$ cat config.mk
export PLATFORM = sky130hd
export DESIGN_NAME = spi_cmd_slave
export DESIGN_NICKNAME = d
export VERILOG_FILES = /design/src/rtl/spi_cmd_pkg.sv /design/src/rtl/spi_cs_filter.sv /design/src/rtl/spi_pin_sync.sv /design/src/rtl/spi_word_buf.sv /design/src/rtl/spi_cmd_slave.sv
export SDC_FILE = /design/constraint.sdc
export NUM_CORES = 2
export LEC_CHECK = 0
export BUFFER_PORTS_ARGS = -buffer_cell sky130_fd_sc_hd__buf_2
export CAP_MARGIN = 25
export CORE_ASPECT_RATIO = 0.6
export CORE_MARGIN = 2
export CORE_UTILIZATION = 30
export CTS_CLUSTER_DIAMETER = 60
export DETAILED_ROUTE_END_ITERATION = 10
export PLACE_DENSITY = 0.53
export REMOVE_ABC_BUFFERS = 1
export SLEW_MARGIN = 10
export SYNTH_ARGS = -nofsm -noshare
export SYNTH_HDL_FRONTEND = slang
export SYNTH_SLANG_ARGS = --single-unit
export TNS_END_PERCENT = 1
$ cat constraint.sdc
create_clock -name clk -period 4.1 [get_ports clk]
set_clock_uncertainty 0.15 [all_clocks]
set_input_delay 0.615 -clock clk [delete_from_list [all_inputs] [get_ports clk]]
set_output_delay 0.615 -clock clk [all_outputs]
set_load 0.005 [all_outputs]
$ cat src/rtl/spi_cmd_pkg.sv
package spi_cmd_pkg;

    typedef enum logic [2:0] {
        ST_IDLE  = 3'd0,
        ST_CMD   = 3'd1,
        ST_DUMMY = 3'd2,
        ST_DATA  = 3'd3,
        ST_DRAIN = 3'd4
    } slv_state_e;

    // operation index doubles as done-flag bit position
    typedef enum logic [1:0] {
        OP_WSTA = 2'd0,
        OP_WBUF = 2'd1,
        OP_RBUF = 2'd2,
        OP_RSTA = 2'd3
    } slv_op_e;

    localparam logic [7:0] CODE_WSTA = 8'd1;
    localparam logic [7:0] CODE_WBUF = 8'd2;
    localparam logic [7:0] CODE_RBUF = 8'd3;
    localparam logic [7:0] CODE_RSTA = 8'd4;

endpackage

$ cat src/rtl/spi_cs_filter.sv
module spi_cs_filter #(
    parameter int MODE_W = 2
) (
    input  logic              clk,
    input  logic              rst_n,
    input  logic              cs_n_raw,
    input  logic [MODE_W-1:0] mode,
    output logic              cs_act
);
    logic              s1, s2, filt;
    logic [MODE_W-1:0] cnt;

    always_ff @(posedge clk or negedge rst_n) begin
        if (!rst_n) begin
            s1   <= 1'b1;
            s2   <= 1'b1;
            filt <= 1'b1;
            cnt  <= '0;
        end else begin
            s1 <= cs_n_raw;
            s2 <= s1;
            if (s2 == filt) begin
                cnt <= '0;
            end else if (cnt == mode) begin
                filt <= s2;
                cnt  <= '0;
            end else begin
                cnt <= cnt + 1'b1;
            end
        end
    end

    assign cs_act = ~filt;
endmodule

$ cat src/rtl/spi_pin_sync.sv
module spi_pin_sync (
    input  logic clk,
    input  logic rst_n,
    input  logic sclk,
    input  logic mosi,
    output logic sclk_rise,
    output logic sclk_fall,
    output logic mosi_s
);
    logic [2:0] sck_p;
    logic [1:0] dat_p;

    always_ff @(posedge clk or negedge rst_n) begin
        if (!rst_n) begin
            sck_p <= '0;
            dat_p <= '0;
        end else begin
            sck_p <= {sck_p[1:0], sclk};
            dat_p <= {dat_p[0], mosi};
        end
    end

    assign sclk_rise = sck_p[1] & ~sck_p[2];
    assign sclk_fall = ~sck_p[1] & sck_p[2];
    assign mosi_s    = dat_p[1];
endmodule

$ cat src/rtl/spi_word_buf.sv
module spi_word_buf #(
    parameter int WORDS = 16,
    parameter int WIDTH = 32,
    localparam int AW   = $clog2(WORDS)
) (
    input  logic             clk,
    input  logic             rst_n,
    input  logic             a_we,
    input  logic [AW-1:0]    a_waddr,
    input  logic [WIDTH-1:0] a_wdata,
    input  logic [AW-1:0]    a_raddr,
    output logic [WIDTH-1:0] a_rdata,
    input  logic             b_we,
    input  logic [AW-1:0]    b_addr,
    input  logic [WIDTH-1:0] b_wdata,
    output logic [WIDTH-1:0] b_rdata
);
    logic [WIDTH-1:0] mem [WORDS];

    for (genvar i = 0; i < WORDS; i++) begin : g_word
        always_ff @(posedge clk or negedge rst_n) begin
            if (!rst_n) begin
                mem[i] <= '0;
            end else if (a_we && a_waddr == AW'(i)) begin
                mem[i] <= a_wdata;
            end else if (b_we && b_addr == AW'(i)) begin
                mem[i] <= b_wdata;
            end
        end
    end

    assign a_rdata = mem[a_raddr];
    assign b_rdata = mem[b_addr];
endmodule

$ cat src/rtl/spi_cmd_slave.sv
module spi_cmd_slave
    import spi_cmd_pkg::*;
#(
    parameter int WORD_W    = 32,
    parameter int BUF_WORDS = 16,
    parameter int CMD_W     = 8,
    parameter int DUMMY_W   = 8,
    parameter int CNT_W     = 4,
    parameter int FILT_W    = 2,
    localparam int AW       = $clog2(BUF_WORDS),
    localparam int BIT_W    = $clog2(WORD_W),
    localparam int DONE_W   = 5
) (
    input  logic               clk,
    input  logic               rst_n,
    input  logic               sclk,
    input  logic               cs_n,
    input  logic               mosi,
    output logic               miso,
    input  logic               status_en,
    input  logic               buffer_en,
    input  logic [DUMMY_W-1:0] dummy_wsta,
    input  logic [DUMMY_W-1:0] dummy_wbuf,
    input  logic [DUMMY_W-1:0] dummy_rbuf,
    input  logic [DUMMY_W-1:0] dummy_rsta,
    input  logic [FILT_W-1:0]  cs_filt_mode,
    input  logic [DONE_W-1:0]  irq_mask,
    input  logic [DONE_W-1:0]  done_clr,
    output logic [DONE_W-1:0]  done_raw,
    output logic               irq,
    output logic [2:0]         last_cmd,
    output logic [2:0]         fsm_state,
    output logic [CNT_W-1:0]   op_count,
    output logic [WORD_W-1:0]  status_word,
    input  logic               host_we,
    input  logic [AW-1:0]      host_addr,
    input  logic [WORD_W-1:0]  host_wdata,
    output logic [WORD_W-1:0]  host_rdata
);
    slv_state_e         state_q, state_d;
    slv_op_e            op_q, cmd_op;
    logic               cs_act, sclk_rise, sclk_fall, mosi_s;
    logic [CMD_W-1:0]   cmd_sh, cmd_full;
    logic [BIT_W-1:0]   bit_q, tx_bit;
    logic [DUMMY_W-1:0] dcnt, dummy_sel;
    logic [AW-1:0]      word_q, tx_word, rd_addr;
    logic [WORD_W-1:0]  rx_sh, tx_sh, word_in, buf_rd, status_q;
    logic [DONE_W-1:0]  done_q, done_set;
    logic [CNT_W-1:0]   opcnt_q;
    logic [2:0]         last_q;
    logic               miso_q, cmd_hit, cmd_last, word_last;
    logic               is_status, is_read, final_word, op_finish, buf_we;

    spi_cs_filter #(.MODE_W(FILT_W)) u_csf (
        .clk(clk), .rst_n(rst_n), .cs_n_raw(cs_n), .mode(cs_filt_mode), .cs_act(cs_act)
    );

    spi_pin_sync u_sync (
        .clk(clk), .rst_n(rst_n), .sclk(sclk), .mosi(mosi),
        .sclk_rise(sclk_rise), .sclk_fall(sclk_fall), .mosi_s(mosi_s)
    );

    spi_word_buf #(.WORDS(BUF_WORDS), .WIDTH(WORD_W)) u_buf (
        .clk(clk), .rst_n(rst_n),
        .a_we(buf_we), .a_waddr(word_q), .a_wdata(word_in),
        .a_raddr(rd_addr), .a_rdata(buf_rd),
        .b_we(host_we), .b_addr(host_addr), .b_wdata(host_wdata), .b_rdata(host_rdata)
    );

    // opcode decode
    assign cmd_full = {cmd_sh[CMD_W-2:0], mosi_s};
    always_comb begin
        cmd_hit = 1'b0;
        cmd_op  = OP_WSTA;
        unique case (cmd_full)
            CODE_WSTA: begin cmd_hit = status_en; cmd_op = OP_WSTA; end
            CODE_WBUF: begin cmd_hit = buffer_en; cmd_op = OP_WBUF; end
            CODE_RBUF: begin cmd_hit = buffer_en; cmd_op = OP_RBUF; end
            CODE_RSTA: begin cmd_hit = status_en; cmd_op = OP_RSTA; end
            default:   ;
        endcase
        unique case (cmd_op)
            OP_WSTA: dummy_sel = dummy_wsta;
            OP_WBUF: dummy_sel = dummy_wbuf;
            OP_RBUF: dummy_sel = dummy_rbuf;
            OP_RSTA: dummy_sel = dummy_rsta;
        endcase
    end

    assign cmd_last   = bit_q == BIT_W'(CMD_W - 1);
    assign word_last  = bit_q == BIT_W'(WORD_W - 1);
    assign is_status  = (op_q == OP_WSTA) || (op_q == OP_RSTA);
    assign is_read    = (op_q == OP_RBUF) || (op_q == OP_RSTA);
    assign final_word = is_status || (word_q == AW'(BUF_WORDS - 1));
    assign op_finish  = cs_act && state_q == ST_DATA && sclk_rise && word_last && final_word;
    assign word_in    = {rx_sh[WORD_W-2:0], mosi_s};
    assign buf_we     = cs_act && state_q == ST_DATA && sclk_rise && word_last && op_q == OP_WBUF;
    assign rd_addr    = (state_q == ST_DATA) ? tx_word + 1'b1 : '0;

    always_comb begin
        done_set = '0;
        if (op_finish) begin
            done_set[op_q]       = 1'b1;
            done_set[DONE_W-1]   = 1'b1;
        end
    end

    // next state
    always_comb begin
        state_d = state_q;
        if (!cs_act) begin
            state_d = ST_IDLE;
        end else begin
            unique case (state_q)
                ST_IDLE:  state_d = ST_CMD;
                ST_CMD:   if (sclk_rise && cmd_last) state_d = cmd_hit ? ST_DUMMY : ST_DRAIN;
                ST_DUMMY: if (sclk_rise && dcnt == '0) state_d = ST_DATA;
                ST_DATA:  if (op_finish) state_d = ST_DRAIN;
                ST_DRAIN: state_d = ST_DRAIN;
                default:  state_d = ST_IDLE;
            endcase
        end
    end

    // state register
    always_ff @(posedge clk or negedge rst_n) begin
        if (!rst_n) state_q <= ST_IDLE;
        else        state_q <= state_d;
    end

    // datapath and outputs
    always_ff @(posedge clk or negedge rst_n) begin
        if (!rst_n) begin
            op_q <= OP_WSTA;   cmd_sh <= '0;  bit_q <= '0;  tx_bit <= '0;
            dcnt <= '0;        word_q <= '0;  tx_word <= '0;
            rx_sh <= '0;       tx_sh <= '0;   status_q <= '0;
            done_q <= '0;      opcnt_q <= '0; last_q <= '0; miso_q <= 1'b0;
        end else begin
            done_q <= (done_q & ~done_clr) | done_set;
            if (op_finish) opcnt_q <= opcnt_q + 1'b1;
            if (!cs_act) begin
                miso_q <= 1'b0;
                bit_q  <= '0;
            end else begin
                unique case (state_q)
                    ST_IDLE: begin
                        bit_q  <= '0;
                        miso_q <= 1'b0;
                    end
                    ST_CMD: if (sclk_rise) begin
                        cmd_sh <= cmd_full;
                        bit_q  <= bit_q + 1'b1;
                        if (cmd_last) begin
                            bit_q <= '0;
                            if (cmd_hit) begin
                                op_q   <= cmd_op;
                                last_q <= cmd_full[2:0];
                                dcnt   <= dummy_sel;
                            end
                        end
                    end
                    ST_DUMMY: if (sclk_rise) begin
                        if (dcnt == '0) begin
                            word_q  <= '0;
                            tx_word <= '0;
                            tx_bit  <= '0;
                            tx_sh   <= (op_q == OP_RSTA) ? status_q : buf_rd;
                        end else begin
                            dcnt <= dcnt - 1'b1;
                        end
                    end
                    ST_DATA: begin
                        if (sclk_rise) begin
                            rx_sh <= word_in;
                            bit_q <= bit_q + 1'b1;
                            if (word_last) begin
                                bit_q <= '0;
                                if (op_q == OP_WSTA) status_q <= word_in;
                                if (!final_word) word_q <= word_q + 1'b1;
                            end
                        end
                        if (sclk_fall && is_read) begin
                            miso_q <= tx_sh[WORD_W-1];
                            tx_sh  <= tx_sh << 1;
                            tx_bit <= tx_bit + 1'b1;
                            if (tx_bit == BIT_W'(WORD_W - 1)) begin
                                tx_sh   <= buf_rd;
                                tx_word <= tx_word + 1'b1;
                            end
                        end
                    end
                    ST_DRAIN: ;
                    default:  ;
                endcase
            end
        end
    end

    assign miso        = miso_q;
    assign done_raw    = done_q;
    assign irq         = |(done_q & irq_mask);
    assign last_cmd    = last_q;
    assign fsm_state   = state_q;
    assign op_count    = opcnt_q;
    assign status_word = status_q;
endmodule

==> impl_results.md <==
- R2R Setup Slk: approximately 0.75 ns
- Flip-flop and latch count after synthesis: between 600 and 700
- Cts bufs inserted: 72
- Terminating pin of the worst hold path: done_raw[4]
- Via count of the first global-routing pass: about 32k
- Clock group share of total power: 0.330
- Worst Setup Start Kind: input port
- Library cell with the largest summed area after synthesis: sky130_fd_sc_hd__dfrtp_1
- Endpoint of the worst-slack reg-to-reg timing path: tx_sh[15]
- Number of cells on the worst reg-to-reg path: 8
- Initial Utilization: 0.303
- Area of the die: ~0.13 mm^2
- Capturing element type of the critical path: output pin
- Setup violations, final: 0
- Highest attainable clock frequency: 297 MHz
- Path class of the lowest-slack min-delay path: in -> reg
- Die span in x: approximately 470 um
- Number of nets in the final layout: 4081
- Primary flip-flop cell chosen by synthesis mapping: sky130_fd_sc_hd__dfrtp_1
- Most frequent cells in the layout: 664 x sky130_fd_sc_hd__dfrtp_1, 588 x sky130_fd_sc_hd__nor2_1, 588 x sky130_fd_sc_hd__a21oi_1, 561 x sky130_fd_sc_hd__mux2i_1, 314 x sky130_fd_sc_hd__nand2_1
- Syn_area_per_cell: 9.70 um^2
- Final core area utilization: 0.346
- Final routed wirelength across all metal layers: around 160 mm
- Detailed router's first-iteration violation count: 4350
- DRT antenna net count: 0
- Max VDD drop: roughly 0.32 mV
- WL per Instance: between 20 and 30 um
- First drt pass iteration count: 6
- Slew at the pin closest to its max-slew limit: roughly 1.1 ns
- Switching fraction of total power: 0.323
- Estimated wirelength of the detail-placed design: slightly below 100 mm
- Clock Latency Late Sink: 0.67 ns
- Y dimension of the die: roughly 280 um
- Leakage power total: 19.8 nW
- Worst hold stages: 3
- Antenna violations before repair: 10
- Number of placed I/O pins: 169
- Maximum fanout along the worst path: 29
- Wire length of the first global-routing pass: approximately 240 mm
- Pint: 0.0143 W
- Placer congestion estimate: between 0.8 and 0.9
- Required time at the worst-slack endpoint: 3.34 ns
- Placed cell areas: 0.0421 mm^2
- Power Dens Cells: ~470 mW/mm^2
- CTS tree: yes
- Ratio of final minimum period to clock period: 0.820
- Final critical delay including setup and external delays: 3.36 ns
- Yosys warnings: 0
- Setup fix buffers added after clock tree synthesis: 0
- Cells after synthesis: 4030
- Reg2Reg Launch Point: fsm_state[2]
- Number of enable-type register cells in the synthesized netlist: 0
- Final instance area: 0.0446 mm^2
- Number of DRC violations after detailed routing: 0
- Layout cells sized above 1: 0.165
- Combinational share of power: 0.225
- IO Port Bufs: roughly 170
- Site row count: between 100 and 150
- Fraction of synthesis flops using an asynchronous set or reset pin: 1.00
- Worst slew margin relative to its limit: 0.247
- Combined area of the multi-input logic cells: roughly 0.021 mm^2
- Filler cells: 13.0k
- Arrival time of the worst setup path: roughly 2.6 ns
- Cell at the root of the clock tree: sky130_fd_sc_hd__clkbuf_16
- Post-synthesis instance area: between 0.03 and 0.04 mm^2
- Portion of total power attributed to sequential cells: 0.445
- Endpoints failing hold: 0
- Final count of pins violating max slew: 0
- Post-synth top area share: 0.426
- Dominant cells by area after synthesis: sky130_fd_sc_hd__dfrtp_1 43%, sky130_fd_sc_hd__mux2i_1 14%, sky130_fd_sc_hd__mux4_2 9.2%
- Pin count of the biggest net entering global routing: between 100 and 150
- Start point of the worst min-delay path: done_clr[4]
- Number of max-capacitance violations reported: 0
- Start-to-end type of the worst setup path: in -> out
- Gr ovfl total: 0
- Standard cell core area: 0.129 mm^2
- Setup repair after global routing missed its margin: no
- Sequential cell area: 0.0167 mm^2
- Result of the run: complete, no violations
- Vias per cell: approximately 5.8
- Switch Pwr: 0.00682 W
- Global-route usage over all layers: 0.239
- H-tree level count: 3
- Layout Area Growth over Synthesis: 14.2%
- Most common library cell in the layout ignoring fill and taps: sky130_fd_sc_hd__dfrtp_1
- Count of cell types in the netlist: between 70 and 80
- Vias after detailed routing: between 30k and 40k
- Clock transition at the registers of the reported paths: roughly 0.060 ns
- CTS Sinks: around 670
- Sequential share of the synthesized area: 0.428
- Number of buffers between clock root and the deepest sink: 3
metal layers:
| layer | share of wire | vias up | routed length (um) | global-route usage |
|---|---|---|---|---|
| met5 | 0.00014 | - | 23 | 0 |
| met4 | 0.026 | 4 | 4210 | 0.0652 |
| met3 | 0.11 | 260 | 18200 | 0.0665 |
| met2 | 0.41 | 1920 | 67000 | 0.333 |
| met1 | 0.45 | 17000 | 73300 | 0.357 |
| li1 | - | 14400 | - | - |
flip-flops by register name (all words and copies together), names as in the netlist, 2 cells and up:
register      flops
u_buf.mem       512
status_word      32
tx_sh            32
rx_sh            31
dcnt              8
cmd_sh            7
bit_q             5
done_raw          5
tx_bit            5
op_count          4
tx_word           4
word_q            4
fsm_state         3
last_cmd          3
u_sync.sck_p      3
op_q              2
u_csf.cnt         2
u_sync.dat_p      2
power groups by stage:
| stage | logic (W) | registers (W) | clock network (W) |
|---|---|---|---|
| finish | 0.00475 | 0.00938 | 0.00696 |
| global route | 0.00520 | 0.00950 | 0.00734 |
| CTS | 0.00473 | 0.00928 | 0.00704 |
| detailed placement | 0.00471 | 0.00938 | 0 |
| global placement | 0.00460 | 0.00939 | 0 |
| floorplan | 0.00325 | 0.00883 | 0 |
cells by family (layout without fill, tap and decap cells):
kind of cell,count (synthesis),in the layout,synth area share
and+or+nand+nor,1174,1174,0.130
AOI/OAI and AO/OA,949,949,0.142
muxes,764,764,0.248
DFF,668,668,0.428
buffers and inverters,444,445,0.0439
adders and majority gates,16,16,0.00512
xor gates and xnor gates,15,15,0.00336
other,0,5,0
area by class of cell:
cell class,count,area share
diodes,5,0.000280
multi-input cells,2918,0.468
flip-flops and latches,668,0.375
well taps,1716,0.0481
clock buffers,102,0.0482
inverters,18,0.00151
clock inverters,26,0.00614
repair buffers,299,0.0533
repair_timing:
item	CTS	global route
resized for setup	0	0
hold buffers	8	0
hold endpoints to repair	52	0
how the worst max path moves through the flow:
stage | slack (ns) | end | startpoint | depth (start not counted)
floorplan | -4.42 | tx_sh[18] | tx_word[0] | 7
global placement | 0.75 | host_rdata[13] | host_addr[0] | 5
detailed placement | 0.73 | host_rdata[13] | host_addr[0] | 5
CTS | 0.73 | host_rdata[13] | host_addr[0] | 5
global route | 0.63 | u_buf.mem[435] | bit_q[0] | 8
finish | 0.74 | host_rdata[26] | host_addr[0] | 5
per-stage QoR:
step	setup slack, ns	instances	setup TNS (ns)	hold WS [ns]	power (W)
finish	0.737	5752	0	0.0620	0.0211
global route	0.626	5750	0	0.0664	0.0220
CTS	0.730	5744	0	0.0285	0.0211
detailed placement	0.727	5608	0	0.200	0.0141
global placement	0.750	5607	0	0.191	0.0140
floorplan	-4.42	3604	-846.76	0.169	0.0121
worst max-delay path: stages:
cell	delay, ns
sky130_fd_sc_hd__buf_8	0.31
sky130_fd_sc_hd__buf_12	0.30
sky130_fd_sc_hd__mux4_2	0.56
sky130_fd_sc_hd__mux4_2	0.52
sky130_fd_sc_hd__buf_2	0.15
Yosys cell counts (all sizes together) (19+ instances only):
cell / instances
a21oi: 589
a22oi: 24
a31oi: 47
and3: 73
buf: 108
clkbuf: 318
dfrtp: 665
mux2: 43
mux2i: 561
mux4: 160
nand2: 317
nand3: 62
nand4: 22
nor2: 602
o211ai: 31
o21ai: 62
o221ai: 29
o22a: 26
o22ai: 52
o311a: 19
or3: 23
Note: power is estimated with default switching activity, not from simulation.
